**src/rtl/fm_tx_pkg.sv**
```systemverilog
package fm_tx_pkg;
   // source of the next pattern loaded into the sample shifter
   typedef enum logic [1:0] {
      SRC_IDLE = 2'd0,
      SRC_PRE  = 2'd1,
      SRC_CUR  = 2'd2,
      SRC_HOLD = 2'd3
   } fm_src_e;
endpackage

```
**src/rtl/fm_rate_gen.sv**
```systemverilog
module fm_rate_gen #(
   parameter int DIV_W = 12
) (
   input  logic             clk,
   input  logic             rst,
   input  logic             load,
   input  logic [DIV_W-1:0] div_i,
   input  logic             run,
   output logic [DIV_W-1:0] div_o,
   output logic             tick
);
   logic [DIV_W-1:0] div_q;
   logic [DIV_W-1:0] cnt_q;

   assign tick  = run && (cnt_q == div_q);
   assign div_o = div_q;

   always_ff @(posedge clk) begin
      if (rst) begin
         div_q <= '0;
         cnt_q <= '0;
      end else if (load) begin
         div_q <= div_i;
         cnt_q <= '0;
      end else if (run) begin
         cnt_q <= tick ? '0 : cnt_q + 1'b1;
      end
   end
endmodule

```
**src/rtl/fm_cell_coder.sv**
```systemverilog
module fm_cell_coder #(
   parameter int BITS = 2,
   parameter int SPB  = 4
) (
   input  logic [BITS-1:0]     bits_i,
   input  logic                lvl_i,
   output logic [BITS*SPB-1:0] pat_o,
   output logic                lvl_o
);
   localparam int HALF = SPB / 2;

   logic [BITS:0] lv;
   assign lv[0] = lvl_i;

   // each cell opens with a level change; a 1 adds one at mid-cell
   for (genvar g = 0; g < BITS; g++) begin : g_cell
      assign pat_o[g*SPB +: HALF]      = {HALF{~lv[g]}};
      assign pat_o[g*SPB+HALF +: HALF] = {HALF{bits_i[g] ? lv[g] : ~lv[g]}};
      assign lv[g+1]                   = bits_i[g] ? lv[g] : ~lv[g];
   end

   assign lvl_o = lv[BITS];
endmodule

```
**src/rtl/fm_sample_shifter.sv**
```systemverilog
module fm_sample_shifter #(
   parameter int PAT_W = 8
) (
   input  logic             clk,
   input  logic             rst,
   input  logic             tick,
   input  logic             load,
   input  logic [PAT_W-1:0] pat_i,
   output logic             line_o,
   output logic             empty_o
);
   localparam int REM_W = $clog2(PAT_W + 1);

   logic [PAT_W-1:0] sr_q;
   logic [REM_W-1:0] rem_q;
   logic             line_q;

   assign empty_o = (rem_q == '0);
   assign line_o  = line_q;

   always_ff @(posedge clk) begin
      if (rst) begin
         sr_q   <= '0;
         rem_q  <= '0;
         line_q <= 1'b0;
      end else if (tick) begin
         if (empty_o && load) begin
            line_q <= pat_i[0];
            sr_q   <= pat_i >> 1;
            rem_q  <= REM_W'(PAT_W - 1);
         end else if (!empty_o) begin
            line_q <= sr_q[0];
            sr_q   <= sr_q >> 1;
            rem_q  <= rem_q - 1'b1;
         end
      end
   end
endmodule

```
**src/rtl/fm_cassette_tx.sv**
```systemverilog
module fm_cassette_tx
   import fm_tx_pkg::*;
#(
   parameter int DATA_W          = 8,
   parameter int BITS_PER_PAT    = 2,
   parameter int SAMPLES_PER_BIT = 4,
   parameter int DIV_W           = 12,
   parameter int RATE_W          = 16,
   parameter int DEFAULT_DIV     = 2
) (
   input  logic              clk,
   input  logic              rst,
   input  logic              cfg_we,
   input  logic [RATE_W-1:0] cfg_rate,
   input  logic              in_valid,
   output logic              in_ready,
   input  logic [DATA_W-1:0] in_data,
   output logic              line_o,
   output logic              drained_o
);
   localparam int PAT_W   = BITS_PER_PAT * SAMPLES_PER_BIT;
   localparam int PPB     = DATA_W / BITS_PER_PAT;
   localparam int PC_W    = $clog2(PPB + 1);
   localparam int DIV_MAX = (1 << DIV_W) - 1;

   if (DATA_W % BITS_PER_PAT != 0) begin : g_bad_split
      $error("DATA_W must be a multiple of BITS_PER_PAT");
   end
   if (SAMPLES_PER_BIT < 2 || SAMPLES_PER_BIT % 2 != 0) begin : g_bad_spb
      $error("SAMPLES_PER_BIT must be even and at least 2");
   end
   if (RATE_W <= DIV_W) begin : g_bad_rate
      $error("RATE_W must exceed DIV_W");
   end
   if (DEFAULT_DIV > DIV_MAX) begin : g_bad_default
      $error("DEFAULT_DIV does not fit the divider");
   end

   logic              configured, pre_pend, hold_full, tx_done, level;
   logic [DATA_W-1:0] hold_byte, cur_byte;
   logic [PC_W-1:0]   pairs_left;
   logic              tick, sh_empty, slot, cfg_ok, accept;
   logic [DIV_W-1:0]  div_next, div_cur;
   fm_src_e           sel;
   logic [BITS_PER_PAT-1:0] code_bits;
   logic [PAT_W-1:0]  code_pat, load_pat;
   logic              code_lvl;

   assign drained_o = tx_done && !hold_full && (pairs_left == '0) && !pre_pend;
   assign in_ready  = configured && !hold_full;
   assign accept    = in_valid && in_ready;
   assign cfg_ok    = cfg_we && drained_o;
   assign div_next  = (cfg_rate > RATE_W'(DIV_MAX)) ? DIV_W'(DEFAULT_DIV)
                                                    : cfg_rate[DIV_W-1:0];
   assign slot      = tick && sh_empty;

   always_comb begin
      if (pre_pend)               sel = SRC_PRE;
      else if (pairs_left != '0)  sel = SRC_CUR;
      else if (hold_full)         sel = SRC_HOLD;
      else                        sel = SRC_IDLE;
   end

   assign code_bits = (sel == SRC_HOLD) ? hold_byte[BITS_PER_PAT-1:0]
                                        : cur_byte[BITS_PER_PAT-1:0];
   assign load_pat  = (sel == SRC_PRE) ? {PAT_W{level}} : code_pat;

   fm_rate_gen #(.DIV_W(DIV_W)) u_rate (
      .clk   (clk),
      .rst   (rst),
      .load  (cfg_ok),
      .div_i (div_next),
      .run   (configured),
      .div_o (div_cur),
      .tick  (tick)
   );

   fm_cell_coder #(.BITS(BITS_PER_PAT), .SPB(SAMPLES_PER_BIT)) u_coder (
      .bits_i (code_bits),
      .lvl_i  (level),
      .pat_o  (code_pat),
      .lvl_o  (code_lvl)
   );

   fm_sample_shifter #(.PAT_W(PAT_W)) u_shift (
      .clk     (clk),
      .rst     (rst),
      .tick    (tick),
      .load    (sel != SRC_IDLE),
      .pat_i   (load_pat),
      .line_o  (line_o),
      .empty_o (sh_empty)
   );

   always_ff @(posedge clk) begin
      if (rst) begin
         configured <= 1'b0;
         pre_pend   <= 1'b0;
         hold_full  <= 1'b0;
         hold_byte  <= '0;
         cur_byte   <= '0;
         pairs_left <= '0;
         level      <= 1'b0;
         tx_done    <= 1'b1;
      end else begin
         if (cfg_ok) begin
            configured <= 1'b1;
            pre_pend   <= 1'b1;
         end
         if (accept) begin
            hold_full <= 1'b1;
            hold_byte <= in_data;
         end
         if (slot) begin
            unique case (sel)
               SRC_PRE: begin
                  pre_pend <= 1'b0;
                  tx_done  <= 1'b0;
               end
               SRC_CUR: begin
                  cur_byte   <= cur_byte >> BITS_PER_PAT;
                  pairs_left <= pairs_left - 1'b1;
                  level      <= code_lvl;
                  tx_done    <= 1'b0;
               end
               SRC_HOLD: begin
                  cur_byte   <= hold_byte >> BITS_PER_PAT;
                  pairs_left <= PC_W'(PPB - 1);
                  hold_full  <= 1'b0;
                  level      <= code_lvl;
                  tx_done    <= 1'b0;
               end
               default: tx_done <= 1'b1;
            endcase
         end
      end
   end
endmodule

```
**config.mk**
```make
export PLATFORM = sky130hd
export DESIGN_NAME = fm_cassette_tx
export DESIGN_NICKNAME = d
export VERILOG_FILES = /design/src/rtl/fm_tx_pkg.sv /design/src/rtl/fm_rate_gen.sv /design/src/rtl/fm_cell_coder.sv /design/src/rtl/fm_sample_shifter.sv /design/src/rtl/fm_cassette_tx.sv
export SDC_FILE = /design/constraint.sdc
export NUM_CORES = 1
export LEC_CHECK = 0
export ABC_CLOCK_PERIOD_IN_PS = 2800
export BUFFER_PORTS_ARGS = -buffer_cell sky130_fd_sc_hd__clkbuf_2
export CORE_UTILIZATION = 50
export CTS_BUF_LIST = sky130_fd_sc_hd__clkbuf_16
export DETAILED_ROUTE_END_ITERATION = 8
export GPL_ROUTABILITY_DRIVEN = 0
export PLACE_DENSITY_LB_ADDON = 0.08
export SYNTH_ARGS = -nofsm -noshare
export SYNTH_HDL_FRONTEND = slang
export SYNTH_SLANG_ARGS = --single-unit
```
**constraint.sdc**
```tcl
create_clock -name clk -period 2.8 [get_ports clk]
set_clock_uncertainty 0.05 [all_clocks]
set_input_delay 0.14 -clock clk [delete_from_list [all_inputs] [get_ports clk]]
set_output_delay 0.14 -clock clk [all_outputs]
set_load 0.02 [all_outputs]
```
==> impl_metrics.env, run 1 <==
export IMPL_relSlewSlack=0.504
export IMPL_synth_avg_cell_area_sq_um=8.77
export IMPL_r2r_start="u_shift.rem_q[0]$_SDFFE_PP0P_"
export IMPL_core_area_sq_um=5140
export IMPL_worstHoldEndpoint="hold_byte[4]$_SDFFE_PP0P_"
export IMPL_via_per_inst=5.35
export IMPL_synthTopCellsByArea="dfxtp_1 (43%), xnor2_1 (5.2%), a21oi_1 (4.3%), nand3_1 (3.9%), nor2_1 (3.8%)"
export IMPL_wire_per_inst_um=14.0
export IMPL_slew_viol_final=0
export IMPL_drt_pre_antenna_iters=4
export IMPL_grt_overflow=0
export IMPL_cp_end_kind="flip-flop"
export IMPL_dieHeight_um=75.2
export IMPL_startpoint_type="flip-flop"
export IMPL_crit_fanout=8
export IMPL_dpl_hpwl_mm=4.03
export IMPL_fin_nets=389
export IMPL_syn_nets=337
export IMPL_ys_warn_count=0
export IMPL_ys_flop_type="dfxtp_1"
export IMPL_cts_root_buf="clkbuf_16"
export IMPL_synth_edf_count=0
export IMPL_cts_buffers_inserted=9
export IMPL_rrSetupSlack_ns=0.30
export IMPL_period_share=0.891
export IMPL_cts_tree="yes"
export IMPL_io_pins=31
export IMPL_rr_worst_depth=7
export IMPL_synth_cell_area_sq_um=2680
export IMPL_die_area_sq_um=5650
export IMPL_area_growth_pct=28.1
export IMPL_ir_drop_v=0.000594
export IMPL_diodes=0
export IMPL_power_leakage_nw=1.33
export IMPL_tightest_slew_ns=0.745
export IMPL_drc=0
export IMPL_fmax_mhz=401
export IMPL_io_buffers=30
export IMPL_cp_required_ns=2.99
export IMPL_setup_viol=0
export IMPL_synth_seq_area_share=0.434
export IMPL_min_period_ns=2.50
export IMPL_cp_arrival_ns=2.69
export IMPL_postRouteAntennaNets=0
export IMPL_drv_cap=0
export IMPL_grt_max_degree=36
export IMPL_cts_sinks=58
export IMPL_rsz0062_at_grt="false"
export IMPL_synth_seq_cells=58
export IMPL_cts_max_level=3
export IMPL_clk_pin_slew_ns=0.05
export IMPL_yosysMostFrequentCell="dfxtp_1"
export IMPL_p_per_area_nw_per_um2=758
export IMPL_drive_above_1_share=0.191
export IMPL_final_core_util=0.667
export IMPL_drt_total_wl_mm=6.03
export IMPL_syn_inst=305
export IMPL_synth_top_area_frac=0.434
export IMPL_drt_iter0_markers=79
export IMPL_min_path_cells=3
export IMPL_synth_distinct_cells=43
export IMPL_worstHoldPathType="input port to flip-flop"
export IMPL_cts_hold_buf=16
export IMPL_setup_worst_path_class="flip-flop to flip-flop"
export IMPL_clk_path_buf_depth=2
export IMPL_insertion_delay_ns=0.32
export IMPL_rows=26
export IMPL_r2r_end="level$_SDFFE_PP0P_"
export IMPL_hold_start="in_data[4]"
export IMPL_grtUsageTotal=0.246
export IMPL_synthTopCellsByCount="dfxtp_1 (58), nor2_1 (27), a21oi_1 (23), nand2_1 (22), nand3_1 (21)"
export IMPL_synthArstFlopShare=0
export IMPL_grt_pass1_wl_mm=10.2
export IMPL_grt_antenna_before_repair=0
export IMPL_cts_resized=0
export IMPL_post_cts_buffers=0
export IMPL_setup_tns_ns=0
export IMPL_status="completed"
export IMPL_vias=2310
export IMPL_grt_pass1_vias=2187
export IMPL_synth_top_area_cell="dfxtp_1"
export IMPL_fp_dieW_um=75.2
export IMPL_initial_core_util=0.521
export IMPL_finalHoldViolations=0
[cell type report]
type,instances,area [sq um]
multi-input combinational,219,1410
fill,452,1710
clock inverter,7,110
sequential,58,1160
inverter,12,45.0
tap,70,87.6
timing repair buffer,57,393
clock buffer,9,225
[layout by cell type, fill, tap and decap left out, drive strengths merged, types with 5 or more instances in the layout]
cell type	instances
a211oi	10
a21oi	23
a22o	11
buf	11
clkbuf	39
dfxtp	58
dlygate4sd3	16
inv	14
mux2	5
nand2	22
nand3	22
nand4	5
nor2	27
nor3	5
o21ai	15
or4	5
xnor2	16
xor2	10
[how the worst max path moves through the flow]
| stage | start | end | cells after the start |
|---|---|---|---|
| 2_1_floorplan | u_shift.rem_q[0]$_SDFFE_PP0P_ | level$_SDFFE_PP0P_ | 8 |
| 3_3_place_gp | u_shift.rem_q[0]$_SDFFE_PP0P_ | level$_SDFFE_PP0P_ | 7 |
| 3_5_place_dp | u_shift.rem_q[0]$_SDFFE_PP0P_ | level$_SDFFE_PP0P_ | 7 |
| 4_1_cts | u_shift.rem_q[0]$_SDFFE_PP0P_ | level$_SDFFE_PP0P_ | 7 |
| 5_1_grt | u_shift.rem_q[0]$_SDFFE_PP0P_ | level$_SDFFE_PP0P_ | 7 |
| 6_report | u_shift.rem_q[0]$_SDFFE_PP0P_ | level$_SDFFE_PP0P_ | 7 |
[metal layers]
metal	vias up	part of all wire	track usage
met5	-	0	0
met1	1080	0.50	0.317
met3	2	0.028	0.0790
met2	38	0.46	0.392
li1	1190	-	-
met4	0	0.0045	0.0761
[registers in the layout, summed over array words and instances (netlist names), 3 cells and up]
name,flops
u_rate.div_o,12
pairs_left,3
hold_byte,8
u_rate.cnt_q,12
cur_byte,6
u_shift.sr_q,7
u_shift.rem_q,4
[logic make-up after synthesis]
kind of cell | count (synthesis) | synth area share
multiplexers | 7 | 0.0285
adder cells (fa/ha/maj) | 4 | 0.0187
XOR/XNOR | 26 | 0.0851
buffers and inverters | 28 | 0.0402
flip-flops | 58 | 0.434
AO/OA/AOI/OAI | 73 | 0.180
AND/OR/NAND/NOR | 109 | 0.214
[metrics by stage]
step | hold slack [ns] | instance area (sq um) | std cells | power (W) | worst slack, ns
3_3_place_gp | 0.302 | 2930 | 400 | 0.00135 | 0.391
6_report | 0.00730 | 3430 | 432 | 0.00260 | 0.304
5_1_grt | 0.0326 | 3430 | 432 | 0.00272 | 0.0788
3_5_place_dp | 0.303 | 2930 | 400 | 0.00136 | 0.305
4_1_cts | 0.000258 | 3430 | 432 | 0.00261 | 0.292
2_1_floorplan | 0.216 | 2680 | 305 | 0.00121 | 0.551
[power by group]
| part | total [W] | internal [W] | switching (W) | leakage (nW) |
|---|---|---|---|---|
| registers | 0.000909 | 0.000870 | 0.0000389 | 0.470 |
| clock network | 0.00124 | 0.000860 | 0.000378 | 0.170 |
| logic | 0.000452 | 0.000183 | 0.000269 | 0.690 |
| total | 0.00260 | 0.00191 | 0.000686 | 1.33 |
[critical path, cell delays in order (launching register included)]
cell and delay (ns):
dfxtp_1 0.31, inv_1 0.09, ha_1 0.24, nor3b_4 0.37
nand3_2 0.13, or4_1 0.55, or4_1 0.54, a21oi_1 0.15
(Power assumes the default switching activity.)
==> run 2: changes to the inputs <==
--- a/config.mk
+++ b/config.mk
@@ -12,6 +12,7 @@
 export DETAILED_ROUTE_END_ITERATION = 8
 export GPL_ROUTABILITY_DRIVEN = 0
 export PLACE_DENSITY_LB_ADDON = 0.08
+export SETUP_SLACK_MARGIN = 0.02
 export SYNTH_ARGS = -nofsm -noshare
 export SYNTH_HDL_FRONTEND = slang
 export SYNTH_SLANG_ARGS = --single-unit
==> constraint.sdc (replaced) <==
create_clock -name clk -period 2.8 [get_ports clk]
set_clock_uncertainty 0.05 [all_clocks]
set_input_delay 0.14 -clock clk [delete_from_list [all_inputs] [get_ports clk]]
set_output_delay 0.14 -clock clk [all_outputs]
set_load 0.1 [all_outputs]
==> run 2 against run 1 <==
Compared with the run above: the flow now finishes with violations (hold timing); count of clock-buffer cells in the layout unchanged; die area unchanged; non-clock buffer count down 9; sequential power up 0.9%; critical endpoint unchanged; largest power group unchanged.
==> impl_metrics.env, run 2 (synthesis results as in run 1) <==
export IMPL_r2r_end="level$_SDFFE_PP0P_"
export IMPL_crit_top_cell="or4_1"
export IMPL_slew_viol_final=0
export IMPL_cts_tree="yes"
export IMPL_cts_root_buf="clkbuf_16"
export IMPL_dpl_hpwl_mm=4.07
export IMPL_fin_hold_ws_ns=-0.00169
export IMPL_vias=2316
export IMPL_drt_pre_antenna_iters=5
export IMPL_ir_drop_v=0.000447
export IMPL_grt_use_met2=0.367
export IMPL_setup_worst_path_class="flip-flop to flip-flop"
export IMPL_final_common_cell="dfxtp_1"
export IMPL_grt_max_degree=36
export IMPL_worstHoldEndpoint="u_rate.div_o[0]$_SDFFE_PP0P_"
export IMPL_min_path_cells=2
export IMPL_fin_nets=380
export IMPL_tightest_slew_ns=0.731
export IMPL_fill_cells=447
export IMPL_io_pins=31
export IMPL_fp_dieW_um=75.2
export IMPL_worstHoldPathType="input port to flip-flop"
export IMPL_wire_per_inst_um=13.9
export IMPL_setup_tns_ns=0
export IMPL_fmax_mhz=397
export IMPL_r2r_start="u_shift.rem_q[0]$_SDFFE_PP0P_"
export IMPL_final_cell_mix="dfxtp_1 (58), clkbuf_2 (30), nor2_1 (27)"
export IMPL_cpMaxStageDelayCell="or4_1"
export IMPL_max_stage_delay_ns=0.56
export IMPL_via_per_inst=5.48
export IMPL_min_period_ns=2.52
export IMPL_relSlewSlack=0.513
export IMPL_setup_viol=0
export IMPL_cts_sinks=58
export IMPL_cts_buffers_inserted=9
export IMPL_rsz0062_at_grt="false"
export IMPL_dieHeight_um=75.2
export IMPL_gr_usage_met1=0.320
export IMPL_drive_above_1_share=0.190
export IMPL_cp_end_kind="flip-flop"
export IMPL_place_ws_ns=0.324
export IMPL_drt_iter0_markers=132
export IMPL_drc=0
export IMPL_post_cts_buffers=0
export IMPL_status="complete, but fails checks"
export IMPL_top_usage_layer="met2"
export IMPL_grt_overflow=0
export IMPL_crit_fanout=8
export IMPL_violations="hold timing"
export IMPL_cp_arrival_ns=2.70
export IMPL_area_growth_pct=24.0
export IMPL_power_total_w=0.00254
export IMPL_grtUsageTotal=0.234
export IMPL_drt_total_wl_mm=5.90
export IMPL_period_share=0.900
export IMPL_startpoint_type="flip-flop"
export IMPL_grt_pass1_vias=2094
export IMPL_grt_antenna_before_repair=0
export IMPL_clk_path_buf_depth=2
export IMPL_diodes=0
export IMPL_finalHoldViolations=1
export IMPL_clk_pin_slew_ns=0.05
export IMPL_power_leakage_nw=1.27
export IMPL_finalWorstSetupSlack_ns=0.281
export IMPL_die_area_sq_um=5650
export IMPL_drv_cap=0
export IMPL_final_core_util=0.646
export IMPL_hold_start="cfg_rate[0]"
export IMPL_p_per_area_nw_per_um2=764
export IMPL_cp_top_family="simple AND/OR/NAND/NOR gates"
export IMPL_initial_core_util=0.521
export IMPL_io_buffers=30
export IMPL_insertion_delay_ns=0.32
export IMPL_cp_required_ns=2.98
export IMPL_grt_pass1_wl_mm=9.86
export IMPL_core_area_sq_um=5140
export IMPL_postRouteAntennaNets=0
export IMPL_rows=26
export IMPL_cp_cell_sequence="inv_1 -> ha_1 -> nor3b_4 -> nand3_2 -> or4_1 -> or4_1 -> a21oi_1"
export IMPL_met3_usage=0.0361
export IMPL_rr_worst_depth=7
export IMPL_cp_buffers_inverters=1
export IMPL_cts_max_level=3
export IMPL_rrSetupSlack_ns=0.28
## run 2: cell types whose count changed in the layout (fill, tap and decap cells not counted), sizes merged
cell	previous run	this run
clkinv	2	4
buf	11	9
inv	14	12
clkinvlp	0	1
dlygate4sd3	16	9
bufinv	3	2
## run 2: per-layer routing
layer	vias to the layer above	wire, um
li1	1173	-
met1	1075	2880
met2	60	2690
met3	8	238
met4	0	90
met5	-	0
## run 2: area by class of cell
class	count	area, sq um	area share
well taps	70	87.6	0.0264
inverters	12	45.0	0.0136
multi-input cells	219	1410	0.424
clock buffers	9	225	0.0679
clock inverters	7	83.8	0.0253
flip-flops and latches	58	1160	0.350
repair buffers	48	308	0.0928
## run 2: power breakdown
group          internal [W]  switching [W]  total [W]
Sequential         0.000871      0.0000462   0.000917
Clock              0.000766       0.000365    0.00113
Combinational      0.000170       0.000318   0.000488
Total               0.00181       0.000729    0.00254
## run 2: worst reg2reg max path, delay by kind of cell (launching register included)
kind	cells	cell delay [ns]
AO/OA/AOI/OAI	1	0.15
buffers and inverters	1	0.09
adder cells (fa/ha/maj)	1	0.23
flip-flops	1	0.32
AND/OR/NAND/NOR	4	1.60
## run 2: through the flow
step	instance area (sq um)	cells
3_3_place_gp	2920	398
3_5_place_dp	2920	398
6_report	3320	423
2_1_floorplan	2680	305
4_1_cts	3320	423
5_1_grt	3320	423
## run 2: worst max path at each step
| stage | start | cells after the start | slack (ns) | end |
|---|---|---|---|---|
| 2_1_floorplan | configured$_SDFFE_PP0P_ | 5 | 0.23 | hold_full$_SDFF_PP0_ |
| 3_3_place_gp | u_shift.rem_q[0]$_SDFFE_PP0P_ | 7 | 0.38 | level$_SDFFE_PP0P_ |
| 3_5_place_dp | u_shift.rem_q[0]$_SDFFE_PP0P_ | 7 | 0.32 | level$_SDFFE_PP0P_ |
| 4_1_cts | u_shift.rem_q[0]$_SDFFE_PP0P_ | 7 | 0.30 | level$_SDFFE_PP0P_ |
| 5_1_grt | u_shift.rem_q[0]$_SDFFE_PP0P_ | 7 | 0.12 | level$_SDFFE_PP0P_ |
| 6_report | u_shift.rem_q[0]$_SDFFE_PP0P_ | 7 | 0.28 | level$_SDFFE_PP0P_ |
## run 2: repair_timing
| item | 4_1_cts | 5_1_grt |
|---|---|---|
| gates resized for setup | 0 | 0 |
| hold buffers | 9 | 0 |
| hold endpoints to repair | 9 | 0 |
==> run 3: changes to the inputs <==
--- a/config.mk
+++ b/config.mk
@@ -5,13 +5,13 @@
 export SDC_FILE = /design/constraint.sdc
 export NUM_CORES = 1
 export LEC_CHECK = 0
-export ABC_CLOCK_PERIOD_IN_PS = 2800
 export BUFFER_PORTS_ARGS = -buffer_cell sky130_fd_sc_hd__clkbuf_2
 export CORE_UTILIZATION = 50
 export CTS_BUF_LIST = sky130_fd_sc_hd__clkbuf_16
 export DETAILED_ROUTE_END_ITERATION = 8
 export GPL_ROUTABILITY_DRIVEN = 0
 export PLACE_DENSITY_LB_ADDON = 0.08
+export RECOVER_POWER = 100
 export SETUP_SLACK_MARGIN = 0.02
 export SYNTH_ARGS = -nofsm -noshare
 export SYNTH_HDL_FRONTEND = slang
==> run 3 against run 2 <==
Compared with the run above: the flow still finishes with violations (hold timing); flip-flop and latch count is the same; clock power is essentially flat; final cell count is the same; routed wire length shrank 0.78%; critical endpoint unchanged; largest cell class unchanged; largest power group unchanged.
==> impl_metrics.env, run 3 (synthesis results as in run 1) <==
export IMPL_status="complete, but fails checks"
export IMPL_violations="hold timing"
export IMPL_grt_max_degree=36
export IMPL_initial_core_util=0.521
export IMPL_setup_tns_ns=0
export IMPL_multiInputGateArea_sq_um=1400
export IMPL_diodes=0
export IMPL_core_area_sq_um=5140
export IMPL_clk_pin_slew_ns=0.05
export IMPL_final_common_cell="dfxtp_1"
export IMPL_postRouteAntennaNets=0
export IMPL_fin_nets=380
export IMPL_seqCellArea_sq_um=1160
export IMPL_drc=0
export IMPL_period_share=0.900
export IMPL_rrSetupSlack_ns=0.28
export IMPL_cts_resized=0
export IMPL_drt_pre_antenna_iters=4
export IMPL_tightest_slew_ns=1.16
export IMPL_clk_path_buf_depth=2
export IMPL_cts_buffers_inserted=9
export IMPL_worstSetupStartpoint="u_shift.rem_q[0]$_SDFFE_PP0P_"
export IMPL_place_ws_ns=0.324
export IMPL_fp_dieW_um=75.2
export IMPL_min_period_ns=2.52
export IMPL_cts_sinks=58
export IMPL_relSlewSlack=0.233
export IMPL_final_cell_mix="dfxtp_1 (58), clkbuf_2 (29), nor2_1 (27)"
export IMPL_fill_cells=456
export IMPL_min_path_cells=2
export IMPL_dpl_hpwl_mm=4.07
export IMPL_drv_cap=0
export IMPL_worstHoldEndpoint="u_rate.div_o[0]$_SDFFE_PP0P_"
export IMPL_vias=2295
export IMPL_grt_pass1_wl_mm=9.86
export IMPL_grtUsageTotal=0.234
export IMPL_fmax_mhz=397
export IMPL_io_pins=31
export IMPL_cp_arrival_ns=2.70
export IMPL_grt_overflow=0
export IMPL_power_total_w=0.00252
export IMPL_r2r_end="level$_SDFFE_PP0P_"
export IMPL_wire_per_inst_um=13.8
export IMPL_finalWorstSetupSlack_ns=0.279
export IMPL_cp_required_ns=2.98
export IMPL_p_per_area_nw_per_um2=764
export IMPL_drive_above_1_share=0.170
export IMPL_rows=26
export IMPL_cts_root_buf="clkbuf_16"
export IMPL_insertion_delay_ns=0.32
export IMPL_hold_start="cfg_rate[0]"
export IMPL_via_per_inst=5.43
export IMPL_crit_fanout=8
export IMPL_drt_total_wl_mm=5.85
export IMPL_final_cells=423
export IMPL_r2r_start="u_shift.rem_q[0]$_SDFFE_PP0P_"
export IMPL_grt_pass1_vias=2094
export IMPL_cts_tree="yes"
export IMPL_cp_end_kind="flip-flop"
export IMPL_setup_worst_path_class="flip-flop to flip-flop"
export IMPL_rr_worst_depth=7
export IMPL_final_core_util=0.640
export IMPL_io_buffers=30
export IMPL_area_growth_pct=23.0
export IMPL_dpl_cell_count=398
export IMPL_startpoint_type="flip-flop"
export IMPL_slew_viol_final=0
export IMPL_power_leakage_nw=1.25
export IMPL_post_cts_buffers=0
export IMPL_ir_drop_v=0.000445
export IMPL_drt_iter0_markers=115
export IMPL_worstHoldPathType="input port to flip-flop"
export IMPL_rsz0062_at_grt="false"
export IMPL_cts_max_level=3
export IMPL_fin_hold_ws_ns=-0.000998
export IMPL_finalHoldViolations=1
export IMPL_grt_antenna_before_repair=0
export IMPL_setup_viol=0
export IMPL_die_area_sq_um=5650
export IMPL_dieHeight_um=75.2
==> run 3: metal layers <==
metal | GRT usage | part of all wire
met3 | 0.0361 | 0.028
met4 | 0.0988 | 0.015
met1 | 0.320 | 0.49
met2 | 0.367 | 0.47
met5 | 0 | 0
==> run 3: layout make-up <==
cell class | instances | area share
clock buffers | 9 | 0.0684
well taps | 70 | 0.0266
repair buffers | 48 | 0.0886
flip-flops and latches | 58 | 0.353
multi-input cells | 219 | 0.424
inverters | 12 | 0.0137
clock inverters | 7 | 0.0255
==> run 3: repair_timing <==
| action | CTS | global route |
|---|---|---|
| hold endpoints to repair | 9 | 0 |
| hold buffers | 9 | 0 |
| endpoints found under the setup margin | 0 | 0 |
==> run 3: how the worst max path moves through the flow <==
stage          slack (ns)              endpoint
2_1_floorplan        0.23  hold_full$_SDFF_PP0_
3_3_place_gp         0.38    level$_SDFFE_PP0P_
3_5_place_dp         0.32    level$_SDFFE_PP0P_
4_1_cts              0.30    level$_SDFFE_PP0P_
5_1_grt              0.08    level$_SDFFE_PP0P_
6_report             0.28    level$_SDFFE_PP0P_
==> run 3: worst max-delay path, stage by stage, from the launching register on <==
cell	delay (ns)
dfxtp_1	0.31
inv_1	0.09
ha_1	0.23
nor3b_4	0.35
nand3_1	0.15
or4_1	0.56
or4_1	0.54
a21oi_1	0.15
==> run 3: stage by stage <==
stage / hold WS (ns) / instance area [sq um]
floorplan: 0.216 / 2680
global placement: 0.301 / 2920
detailed placement: 0.303 / 2920
CTS: 0.000578 / 3320
global route: 0.0101 / 3290
finish: -0.000998 / 3290
==> run 3: power breakdown <==
| part | internal, W | leakage [nW] | switching [W] |
|---|---|---|---|
| Sequential | 0.000871 | 0.470 | 0.0000457 |
| Combinational | 0.000158 | 0.631 | 0.000315 |
| Clock | 0.000766 | 0.148 | 0.000360 |
